$ cat config.mk
export PLATFORM = sky130hd
export DESIGN_NAME = panel_power_seq
export DESIGN_NICKNAME = d
export VERILOG_FILES = /design/src/rtl/panel_seq_pkg.sv /design/src/rtl/panel_seq_datapath.sv /design/src/rtl/panel_seq_ctrl.sv /design/src/rtl/panel_power_seq.sv
export SDC_FILE = /design/constraint.sdc
export NUM_CORES = 1
export LEC_CHECK = 0
export CELL_PAD_IN_SITES_DETAIL_PLACEMENT = 1
export CELL_PAD_IN_SITES_GLOBAL_PLACEMENT = 1
export CORE_ASPECT_RATIO = 2
export CORE_MARGIN = 2
export CORE_UTILIZATION = 47
export CTS_BUF_LIST = sky130_fd_sc_hd__clkbuf_2
export CTS_CLUSTER_DIAMETER = 150
export DETAILED_ROUTE_END_ITERATION = 8
export PLACE_DENSITY = 0.85
export SYNTH_ARGS = -nofsm -noshare
export SYNTH_HDL_FRONTEND = slang
export SYNTH_HIERARCHICAL = 1
export SYNTH_SLANG_ARGS = --single-unit
$ cat constraint.sdc
create_clock -name clk -period 2.9 [get_ports clk]
set_input_delay 0.58 -clock clk [delete_from_list [all_inputs] [get_ports clk]]
set_output_delay 0.58 -clock clk [all_outputs]
set_load 0.03 [all_outputs]
$ cat src/rtl/panel_seq_pkg.sv
package panel_seq_pkg;
  localparam int CTRL_COUNT = 4;
  localparam int CTRL_IDX_W = $clog2(CTRL_COUNT);

  typedef enum logic [1:0] {
    STAT_OFF     = 2'b00,
    STAT_ON      = 2'b01,
    STAT_RISING  = 2'b10,
    STAT_FALLING = 2'b11
  } panel_status_e;

  // One step strobe from control to datapath: flip one control and start a wait.
  typedef struct packed {
    logic                  go;
    logic                  dirUp;
    logic [CTRL_IDX_W-1:0] idx;
  } step_cmd_t;
endpackage

$ cat src/rtl/panel_seq_datapath.sv
module panel_seq_datapath
  import panel_seq_pkg::*;
#(
  parameter int WAIT_FRAMES = 4,
  parameter int POLL_LIMIT  = 10000
) (
  input  logic                  clk,
  input  logic                  rstN,
  input  step_cmd_t             stepCmd,
  input  logic                  vsyncActive,
  output logic [CTRL_COUNT-1:0] enables,
  output logic                  waitBusy,
  output logic                  waitDone
);
  localparam int POLL_W  = $clog2(POLL_LIMIT + 1);
  localparam int FRAME_W = $clog2(WAIT_FRAMES + 1);
  localparam logic [POLL_W-1:0]     POLL_LAST  = POLL_W'(POLL_LIMIT - 1);
  localparam logic [FRAME_W-1:0]    FRAME_LAST = FRAME_W'(WAIT_FRAMES - 1);
  localparam logic [CTRL_IDX_W-1:0] IDX_TOP    = CTRL_IDX_W'(CTRL_COUNT - 1);

  logic [CTRL_COUNT-1:0] enQ;
  logic [CTRL_IDX_W-1:0] bitSel;
  logic                  waiting;
  logic                  phaseSet;   // 0: awaiting vsync clear, 1: awaiting vsync set
  logic [POLL_W-1:0]     pollCnt;
  logic [FRAME_W-1:0]    frameCnt;
  logic                  pollHit, pollExpire, phaseEnd, frameEnd;

  // Down sequences walk the controls from the top index downwards.
  assign bitSel = stepCmd.dirUp ? stepCmd.idx : IDX_TOP - stepCmd.idx;

  for (genvar i = 0; i < CTRL_COUNT; i++) begin : g_ctrl
    always_ff @(posedge clk or negedge rstN) begin
      if (!rstN) begin
        enQ[i] <= 1'b0;
      end else if (stepCmd.go && bitSel == CTRL_IDX_W'(i)) begin
        enQ[i] <= stepCmd.dirUp;
      end
    end
  end

  assign pollHit    = phaseSet ? vsyncActive : ~vsyncActive;
  assign pollExpire = (pollCnt == POLL_LAST);
  assign phaseEnd   = waiting && (pollHit || pollExpire);
  assign frameEnd   = phaseEnd && phaseSet;
  assign waitDone   = frameEnd && (frameCnt == FRAME_LAST);

  always_ff @(posedge clk or negedge rstN) begin
    if (!rstN) begin
      waiting  <= 1'b0;
      phaseSet <= 1'b0;
      pollCnt  <= '0;
      frameCnt <= '0;
    end else if (stepCmd.go) begin
      waiting  <= 1'b1;
      phaseSet <= 1'b0;
      pollCnt  <= '0;
      frameCnt <= '0;
    end else if (waiting) begin
      if (phaseEnd) begin
        pollCnt  <= '0;
        phaseSet <= ~phaseSet;
        if (frameEnd) begin
          if (frameCnt == FRAME_LAST) waiting <= 1'b0;
          else                        frameCnt <= frameCnt + 1'b1;
        end
      end else begin
        pollCnt <= pollCnt + 1'b1;
      end
    end
  end

  assign enables  = enQ;
  assign waitBusy = waiting;

  // no edge ever flips more than one control
  assert_single_change_R4: assert property (@(posedge clk) disable iff (!rstN)
    $countones(enQ ^ $past(enQ)) <= 1);

  // controls move only on a step strobe
  assert_move_on_step_R4: assert property (@(posedge clk) disable iff (!rstN)
    !stepCmd.go |=> $stable(enQ));

  // the enable set is always a prefix starting at the supply control
  assert_prefix_order_R1: assert property (@(posedge clk) disable iff (!rstN)
    (enQ & CTRL_COUNT'(enQ + 1'b1)) == '0);

  // a polling phase never runs past its poll budget
  assert_poll_bound_R5: assert property (@(posedge clk) disable iff (!rstN)
    waiting |-> pollCnt <= POLL_LAST);
endmodule

$ cat src/rtl/panel_seq_ctrl.sv
module panel_seq_ctrl
  import panel_seq_pkg::*;
(
  input  logic      clk,
  input  logic      rstN,
  input  logic      reqValid,
  input  logic      reqOn,
  input  logic      waitDone,
  output step_cmd_t stepCmd,
  output logic [1:0] status
);
  localparam logic [CTRL_IDX_W-1:0] IDX_LAST = CTRL_IDX_W'(CTRL_COUNT - 1);

  logic                  running;
  logic                  dirUp;
  logic                  isOn;
  logic                  pendFlip;
  logic [CTRL_IDX_W-1:0] stepIdx;
  logic                  startFresh, lastStep, seqDone, flipAfter, advance;
  panel_status_e         statusE;

  assign startFresh = !running && reqValid && (reqOn != isOn);
  assign lastStep   = (stepIdx == IDX_LAST);
  assign seqDone    = running && waitDone && lastStep;
  assign advance    = running && waitDone && !lastStep;
  // The latest request wins; one arriving on the completion edge counts too.
  assign flipAfter  = seqDone && (reqValid ? (reqOn != dirUp) : pendFlip);

  always_comb begin
    stepCmd.go    = startFresh || advance || flipAfter;
    stepCmd.dirUp = startFresh ? reqOn : (flipAfter ? ~dirUp : dirUp);
    stepCmd.idx   = advance ? stepIdx + 1'b1 : '0;
  end

  always_ff @(posedge clk or negedge rstN) begin
    if (!rstN) begin
      running  <= 1'b0;
      dirUp    <= 1'b0;
      isOn     <= 1'b0;
      pendFlip <= 1'b0;
      stepIdx  <= '0;
    end else if (startFresh) begin
      running  <= 1'b1;
      dirUp    <= reqOn;
      stepIdx  <= '0;
      pendFlip <= 1'b0;
    end else if (running) begin
      if (seqDone) begin
        isOn     <= dirUp;
        pendFlip <= 1'b0;
        stepIdx  <= '0;
        if (flipAfter) dirUp   <= ~dirUp;
        else           running <= 1'b0;
      end else begin
        if (advance)  stepIdx  <= stepIdx + 1'b1;
        if (reqValid) pendFlip <= (reqOn != dirUp);
      end
    end
  end

  always_comb begin
    if (running) statusE = dirUp ? STAT_RISING : STAT_FALLING;
    else         statusE = isOn ? STAT_ON : STAT_OFF;
  end
  assign status = statusE;

  // direction of a running sequence changes only at its completion edge
  assert_no_early_reverse_R6: assert property (@(posedge clk) disable iff (!rstN)
    (running && !(waitDone && lastStep)) |=> (dirUp == $past(dirUp)));

  // while idle, a request matching the current state issues no step
  assert_same_state_ignored_R7: assert property (@(posedge clk) disable iff (!rstN)
    (!running && reqValid && reqOn == isOn) |-> !stepCmd.go);
endmodule

$ cat src/rtl/panel_power_seq.sv
module panel_power_seq
  import panel_seq_pkg::*;
#(
  parameter int WAIT_FRAMES = 4,
  parameter int POLL_LIMIT  = 10000
) (
  input  logic       clk,
  input  logic       rstN,
  input  logic       reqValid,
  input  logic       reqOn,
  input  logic       vsyncActive,
  output logic       supplyEn,
  output logic       signalEn,
  output logic       biasEn,
  output logic       panelEn,
  output logic [1:0] status
);
  step_cmd_t             stepCmd;
  logic [CTRL_COUNT-1:0] enables;
  logic                  waitBusy;
  logic                  waitDone;

  panel_seq_ctrl u_ctrl (
    .clk      (clk),
    .rstN     (rstN),
    .reqValid (reqValid),
    .reqOn    (reqOn),
    .waitDone (waitDone),
    .stepCmd  (stepCmd),
    .status   (status)
  );

  panel_seq_datapath #(
    .WAIT_FRAMES (WAIT_FRAMES),
    .POLL_LIMIT  (POLL_LIMIT)
  ) u_dp (
    .clk         (clk),
    .rstN        (rstN),
    .stepCmd     (stepCmd),
    .vsyncActive (vsyncActive),
    .enables     (enables),
    .waitBusy    (waitBusy),
    .waitDone    (waitDone)
  );

  assign supplyEn = enables[0];
  assign signalEn = enables[1];
  assign biasEn   = enables[2];
  assign panelEn  = enables[3];

  // a new step may only start once the previous wait has finished
  assert_step_after_wait_R3: assert property (@(posedge clk) disable iff (!rstN)
    (stepCmd.go && waitBusy) |-> waitDone);

  // idle status codes agree with the controls actually driven
  assert_idle_status_R9: assert property (@(posedge clk) disable iff (!rstN)
    (status == 2'b00 |-> enables == '0) and (status == 2'b01 |-> enables == '1));
endmodule

Word-level counts from Yosys, hierarchy flattened:

Cells that the tools add are included.

* add/sub/neg operators: 4
* bitwise logic cells: 4
* multiplexer cells: 39
* reduce and logical (&&, ||, !) cells: 30
* equal/unequal tests: 9

Operators by type and width (count)
* 14-bit 2-to-1 mux: 3
* 1-bit 2-to-1 mux: 24
* 3-bit 2-to-1 mux: 5
* 14-bit by 1-bit adder with 14-bit output, second input constant: 1
* 14-bit equality test, second input constant: 1
* 2-bit 2-to-1 mux: 7
* 1-bit logical AND: 13
* 2-bit nonzero test: 5
* 2-bit equality test, second input constant: 3
* 2-bit AND reduction: 3
* 1-bit inverter: 4
* 4-bit AND reduction: 1
* 3-bit by 1-bit adder with 3-bit output, second input constant: 1
* 3-bit by 2-bit equality test with 1-bit output, second input constant: 1
* 1-bit logical OR: 3
* 3-bit AND reduction: 1
* 3-bit nonzero test: 1
* 2-bit by 1-bit adder with 2-bit output, second input constant: 1
* 2-bit by 1-bit equality test with 1-bit output, second input constant: 1
* 1-bit logical NOT: 2
* 2-bit logical NOT: 1
* 1-bit != test: 2
* 2-bit by 1-bit != test with 1-bit output, second input constant: 1
* 2-bit subtractor, first input constant: 1

* input bits: 5
* output and inout port bits: 6
* logic and storage cells: 99
* register bits after elaboration: 29

Longest topological paths before layout:

Gate-level depths: netlist (run 1).

* depth in word-level cells: 14
* gate-level depth with buffers: 12
* gate-level depth less buffers: 11

By module:

Netlist (run 1), hierarchy kept.

Modules (own cells, without submodules)
* panel_seq_datapath: cells an instance 132, instances 1, area an instance 1286.2 um^2, sequential area each 575.6 um^2
* panel_seq_ctrl: cells an instance 37, instances 1, area an instance 361.6 um^2, sequential area each 150.1 um^2

Least setup slack after synthesis (run 1):

OpenSTA, ideal clock, no wires.

* path type: reg2reg
* from: register u_dp.pollCnt[7]
* to: register u_dp.pollCnt[13]
* data required time: 2.821 ns
* path buffers: 1
* slack: 0.249 ns
* data arrival time: 2.572 ns
* clock period less this slack: 2.651 ns
* stages on the path, launching flop included: 12
* library setup time: 0.079 ns
* cell sequence: dfrtp_1 nor4_4 a41oi_2 nand3b_1 nor2_1 nand2_1 o21bai_1 buf_4 o2111a_2 nand2_1 or4_1 a21oi_1

RTL lines
* start: declaration: line panel_seq_datapath.sv:25 `logic [POLL_W-1:0] pollCnt;`
* start signal: assignment: line panel_seq_datapath.sv:68 `pollCnt <= pollCnt + 1'b1;`

==> impl_metrics.yaml, run 1 <==
yosys:
  syn_area_sq_um: 1650
  yosysSeqAreaShare_pct: 44.0
  yosysUniqueCellTypes: 52
  syn_nets: 178
  synth_top_area_share_pct: 44.0
  yosysWarnings: 6
  netlist_instances: 169
  avgSynthCellArea_sq_um: 9.75
  synth-edff-count: 0
  synth_largest_area_cell: "dfrtp_1"
  ys_ff_latch: 29
  async_flop_share_pct: 100
  synth_flop_cell: "dfrtp_1"
  ys_top_cells_by_area: "dfrtp_1, nor2_1, xnor2_1"
timing:
  max_slew_margin_pct: 54.1
  finalCriticalPeriod_ps: 2770
  finClkSkew_ps: 20.0
  max_freq_mhz: 361
  worstMarginPinSlew_ps: 679
  finalCritPeriodShare_pct: 95.5
  final_max_slew_viol_count: 0
  finalHoldViolations: 0
  hold_slack_ps: 553
  fin_setup_tns_ps: 0
  setup_viol: 0
worst_setup_path:
  start_kind: "register"
  r2r_slack_ps: 130
  arrival_ps: 3060
  crit_fanout: 5
  critical_path_class: "reg -> reg"
  critical_path_required_ps: 3190
  critPathCaptureType: "register"
power:
  switchingPower_mw: 0.518
  clkPwrFrac_pct: 16.3
  leakage_nw: 0.853
  p_int_mw: 0.778
  cellPowerDensity_nw_per_um2: 665
  ir_worst_vdd_mv: 0.502
  p_comb_share_pct: 40.2
  seqPwrFrac_pct: 43.5
  p_sw_share_pct: 39.9
route:
  drc: 0
  routed_wl_microns: 4230
  dr.pass1.iters: 4
  vias: 1378
  ant_nets: 0
  vias_per_cell: 5.91
  wire_per_inst_microns: 18.2
  first_iter_violations: 25
hold_path:
  hold_path_class: "reg -> reg"
grt:
  antenna_found_initial: 0
  use_met2_pct: 47.2
  busiest_layer: "met2"
  groute.layer.met1.usage_pct: 20.3
  first_global_vias: 1574
  grt_max_degree: 30
  overflow: 0
  grt_pass1_wl_microns: 6970
  grtUsageMet3_pct: 4.95
  grt_usage_pct: 24.0
layout:
  drive_gt1_share_pct: 24.9
  nFillCells: 374
  area_delta_synth_final_pct: 18.3
  n_antenna_cell: 0
  nets: 209
clock_tree:
  cts_sinks: 29
  cts_buffers: 5
  ctsRootBufferMaster: "clkbuf_2"
  cts_tree: "done"
  insertion_delay_ps: 360
  cts_buffer_depth: 2
  cts_htree_levels: 2
  path_clk_slew_ps: 150
die:
  rows: 30
  core_sq_um: 3380
  io_pins: 11
  die_w_microns: 45.9
  die_y_microns: 87.7
  start_util_pct: 48.8
  dieArea_sq_um: 4020
run_status:
  status: "complete, no violations"
placed_design:
  io_buffers: 10
  hpwl_microns: 3210
  gp_congestion: 0.861
job:
  maxCapViolations: 0
==> state kept, by name, summed over array words and instances (netlist names) <==
register / flops
u_ctrl/stepIdx: 2
u_ctrl/running: 1
u_dp/enables: 4
u_dp/frameCnt: 3
u_ctrl/dirUp: 1
u_dp/waitBusy: 1
u_dp/pollCnt: 14
u_dp/phaseSet: 1
u_ctrl/pendFlip: 1
u_ctrl/isOn: 1
==> per-stage QoR <==
step | instances | utilization (%) | setup WS, ps | instance area (sq um) | power [mW]
after floorplan | 169 | - | 249 | 1650 | 0.915
after global placement | 220 | 55.1 | 20.7 | 1860 | 1.04
after detailed placement | 220 | 55.1 | -108 | 1860 | 1.09
after CTS | 228 | 56.4 | 4.15 | 1900 | 1.30
after global routing | 233 | 57.7 | -16.9 | 1950 | 1.38
final | 233 | 57.7 | 132 | 1950 | 1.30
==> final timing paths <==
path / startpoint / end / depth (start not counted)
setup reg to reg: u_dp/pollCnt[6] / u_dp/pollCnt[12] / 10
max in group asynchronous: rstN / u_ctrl/pendFlip / 2
setup / recovery: u_dp/pollCnt[6] / u_dp/pollCnt[12] / 10
hold / removal: u_ctrl/stepIdx[1] / u_ctrl/stepIdx[1] / 2
hold reg to reg: u_ctrl/stepIdx[1] / u_ctrl/stepIdx[1] / 2
min in group asynchronous: rstN / u_dp/pollCnt[13] / 2
==> placed cells by master (no fill, tap or decap), types with 2 or more instances in the layout <==
cell and count:
a21oi_1 11, a31oi_1 2, and2_1 2, buf_4 20, clkbuf_2 8, clkdlybuf4s50_1 10, dfrtp_1 26, dfrtp_2 3
ha_1 4, inv_1 4, mux2_2 3, mux2i_1 2, nand2_1 14, nand2b_1 2, nand3_1 5, nand3b_1 3
nand4_1 3, nor2_1 26, nor2b_1 2, nor3_1 2, nor3b_1 2, o21ai_0 3, o21ai_2 2, o21bai_2 2
or3_1 2, xnor2_1 7, xor2_1 4
==> area by class of cell <==
| cell class | instances | area, sq um | area share [%] |
|---|---|---|---|
| Clock buffer | 8 | 40.0 | 2.05 |
| Inverter | 5 | 18.8 | 0.963 |
| Multi-Input combinational cell | 129 | 871 | 44.7 |
| Sequential cell | 29 | 729 | 37.4 |
| Tap cell | 32 | 40.0 | 2.05 |
| Timing Repair Buffer | 30 | 250 | 12.8 |
==> worst max-delay path, stage by stage, from the launching register on <==
cell      delay (ps)
dfrtp_2          480
nor4_4           390
a41oi_2          170
nand3b_1         230
nor2_2           130
nand2_1          110
o21bai_2         190
nor2_1            90
or3_4            380
or3_1            360
a21oi_1          170
==> cell families (layout without fill, tap and decap cells) <==
| family | Yosys count | in the layout | synth area share, % |
|---|---|---|---|
| AOI/OAI and AO/OA | 32 | 32 | 14.1 |
| xor gates and xnor gates | 11 | 11 | 5.85 |
| muxes | 5 | 5 | 3.26 |
| DFF | 29 | 29 | 44.0 |
| buffers and inverters | 11 | 43 | 3.49 |
| adders and majority gates | 4 | 4 | 3.04 |
| and+or+nand+nor | 77 | 77 | 26.2 |
==> cell usage after synthesis (2+ instances only) <==
cell type	instances
mux2_2	3
a31oi_1	2
ha_1	4
nand4_1	3
nor3_1	2
inv_1	4
and2_1	2
xor2_1	4
o21ai_2	2
nand2b_1	2
o21bai_1	2
nand3b_1	3
buf_4	4
or3_1	2
dfrtp_1	29
o21ai_0	3
nand2_1	14
a21oi_1	11
nand3_1	5
nor3b_1	2
nor2_1	27
xnor2_1	7
nor2b_1	2
mux2i_1	2
==> timing repair <==
item,4_1_cts,5_1_grt
endpoints found under the setup margin,1,9
hold endpoints to repair,0,0
hold buffers,0,0
setup buffers,0,5
resized for setup,2,3
pin swaps,2,2
==> power by group through the flow <==
stage / combinational [mW] / clock, mW / sequential (mW)
floorplan: 0.367 / 0 / 0.548
global placement: 0.478 / 0 / 0.562
detailed placement: 0.513 / 0 / 0.572
CTS: 0.516 / 0.217 / 0.563
global route: 0.571 / 0.237 / 0.573
finish: 0.521 / 0.211 / 0.564
==> per-layer routing <==
| metal | share of wire (%) | wire length (microns) |
|---|---|---|
| met5 | 0 | 0 |
| met3 | 2.3 | 96 |
| met1 | 34 | 1420 |
| met4 | 3.5 | 148 |
| met2 | 61 | 2570 |
Note: power is estimated with default switching activity, not from simulation.
==> run 2: changes to the inputs <==
CAP_MARGIN = 10   (was default)
CTS_BUF_LIST = sky130_fd_sc_hd__clkbuf_8   (was sky130_fd_sc_hd__clkbuf_2)
clock period = 2.6 ns   (was 2.9 ns; I/O delays follow)
==> impl_metrics.yaml, run 2 (synthesis results as in run 1) <==
run_status:
  status: "finished, violations left"
  violations: "negative setup slack"
clock_tree:
  cts_buffer_depth: 2
  cts_sinks: 29
  path_clk_slew_ps: 60
  cts_buffers: 5
  ctsRootBufferMaster: "clkbuf_8"
  cts-hold-fix-buffers: 0
  cts_tree: "done"
  insertion_delay_ps: 290
  cts_htree_levels: 2
power:
  finalPower_mw: 2.08
  ir_worst_vdd_mv: 0.633
  p_comb_share_pct: 41.5
  p_int_mw: 1.30
  seqPwrFrac_pct: 30.7
  clkPwrFrac_pct: 27.7
  leakage_nw: 1.02
  cellPowerDensity_nw_per_um2: 884
  switchingPower_mw: 0.786
  p_sw_share_pct: 37.7
die:
  core_sq_um: 3380
  start_util_pct: 48.8
  die_y_microns: 87.7
  die_w_microns: 45.9
  io_pins: 11
  dieArea_sq_um: 4020
  rows: 30
job:
  maxCapViolations: 0
timing:
  rsz0062_at_grt: "true"
  max_freq_mhz: 359
  final_max_slew_viol_count: 0
  fin_ws_ps: -188
  worstMarginPinSlew_ps: 854
  max_slew_margin_pct: 42.3
  finalCritPeriodShare_pct: 107
  finalHoldViolations: 0
  setup_viol: 11
  finClkSkew_ps: 12.8
  finalCriticalPeriod_ps: 2790
grt:
  grt_max_degree: 30
  overflow: 0
  antenna_found_initial: 0
  grt_usage_pct: 29.8
  grt_pass1_wl_microns: 8480
  first_global_vias: 1763
layout:
  final_util_pct: 69.8
  top_register: "u_dp/pollCnt"
  n_antenna_cell: 0
  final_cell_mix: "buf_4, dfrtp_1, nor2_1, nand2_1, clkdlybuf4s50_1"
  drive_gt1_share_pct: 39.3
  largest_reg_flops: 14
  nets: 232
  layout_commonest_cell: "buf_4"
  area_delta_synth_final_pct: 43.1
route:
  first_iter_violations: 61
  routed_wl_microns: 6570
  vias_per_cell: 6.30
  dr.pass1.iters: 5
  drc: 0
  ant_nets: 0
  vias: 1614
  wire_per_inst_microns: 25.7
placed_design:
  hpwl_microns: 3540
  gp_congestion: 0.887
  io_buffers: 10
worst_setup_path:
  critPathCaptureType: "register"
  arrival_ps: 2930
  start_kind: "input port"
  crit_fanout: 3
  critical_path_required_ps: 2750
  critical_path_class: "in -> reg"
hold_path:
  hold_path_class: "reg -> reg"
-- run 2: cell types whose count changed in the layout (fill, tap and decap cells not counted), moves of 3 or more --
cell / delta
buf_4: +18
clkbuf_2: -8
buf_6: +5
clkbuf_8: +5
a21oi_1: -4
a21oi_2: +4
dfrtp_1: +3
dfrtp_2: -3
-- run 2: metal layers --
layer	GRT usage (%)	vias to the layer above	part of all wire (%)
li1	-	700	-
met2	56.1	71	56
met1	28.2	814	36
met5	0	-	0
met3	4.74	29	3.4
met4	15.8	0	4.7
-- run 2: stage by stage --
| step | setup TNS [ps] | hold WS [ps] | std cells | setup slack, ps | cell area [sq um] |
|---|---|---|---|---|---|
| floorplan | 0 | 224 | 169 | 1.06 | 1650 |
| global placement | -734 | 500 | 237 | -203 | 2000 |
| finish | -1150 | 577 | 256 | -188 | 2360 |
| global route | -1450 | 595 | 256 | -214 | 2360 |
| CTS | -124 | 552 | 253 | -49.7 | 2220 |
| detailed placement | -1670 | 537 | 237 | -323 | 2000 |
-- run 2: what timing repair did --
action / in CTS / in global routing
setup buffers: 8 / 6
pin swaps: 9 / 21
setup endpoints to repair: 10 / 14
gates resized for setup: 8 / 25
-- run 2: cell type report --
class	instances	area (sq um)
inverters	5	18.8
clock buffers	5	68.8
repair buffers	53	442
fillers	360	1020
well taps	32	40.0
multi-input cells	129	997
clock inverters	3	65.1
flip-flops and latches	29	726
-- run 2: critical path, cell delays in order --
cell             delay [ps]
clkdlybuf4s50_1         590
xnor2_1                 150
a21oi_1                 390
nor2_1                  160
o21bai_4                230
o2111a_2                240
buf_6                   100
buf_4                   110
buf_6                   100
nand3_2                  60
xor2_1                  200
nor2_1                   90
-- run 2: worst paths after layout --
kind | from | to | slack (ps) | depth (start not counted)
setup / recovery | reqOn | u_dp/pollCnt[5] | -190 | 12
hold / removal | u_ctrl/isOn | u_ctrl/isOn | 580 | 1
setup reg to reg | u_dp/pollCnt[1] | u_dp/pollCnt[5] | -120 | 14
hold reg to reg | u_ctrl/isOn | u_ctrl/isOn | 580 | 1
max in group asynchronous | rstN | u_ctrl/dirUp | 1680 | 2
min in group asynchronous | rstN | u_dp/pollCnt[13] | 620 | 2
-- run 2: power groups by stage --
stage               Sequential [mW]  Combinational (mW)  Clock (mW)
finish                        0.640               0.865       0.577
global placement              0.615               0.628           0
detailed placement            0.626               0.689           0
CTS                           0.622               0.753       0.571
floorplan                     0.612               0.411           0
global route                  0.644               0.902       0.600
==> run 3: changes to the inputs <==
GPL_ROUTABILITY_DRIVEN = 0   (was default)
==> results of run 3 <==
Same layout as run 2: the final DEF is identical, and so are final timing and power.
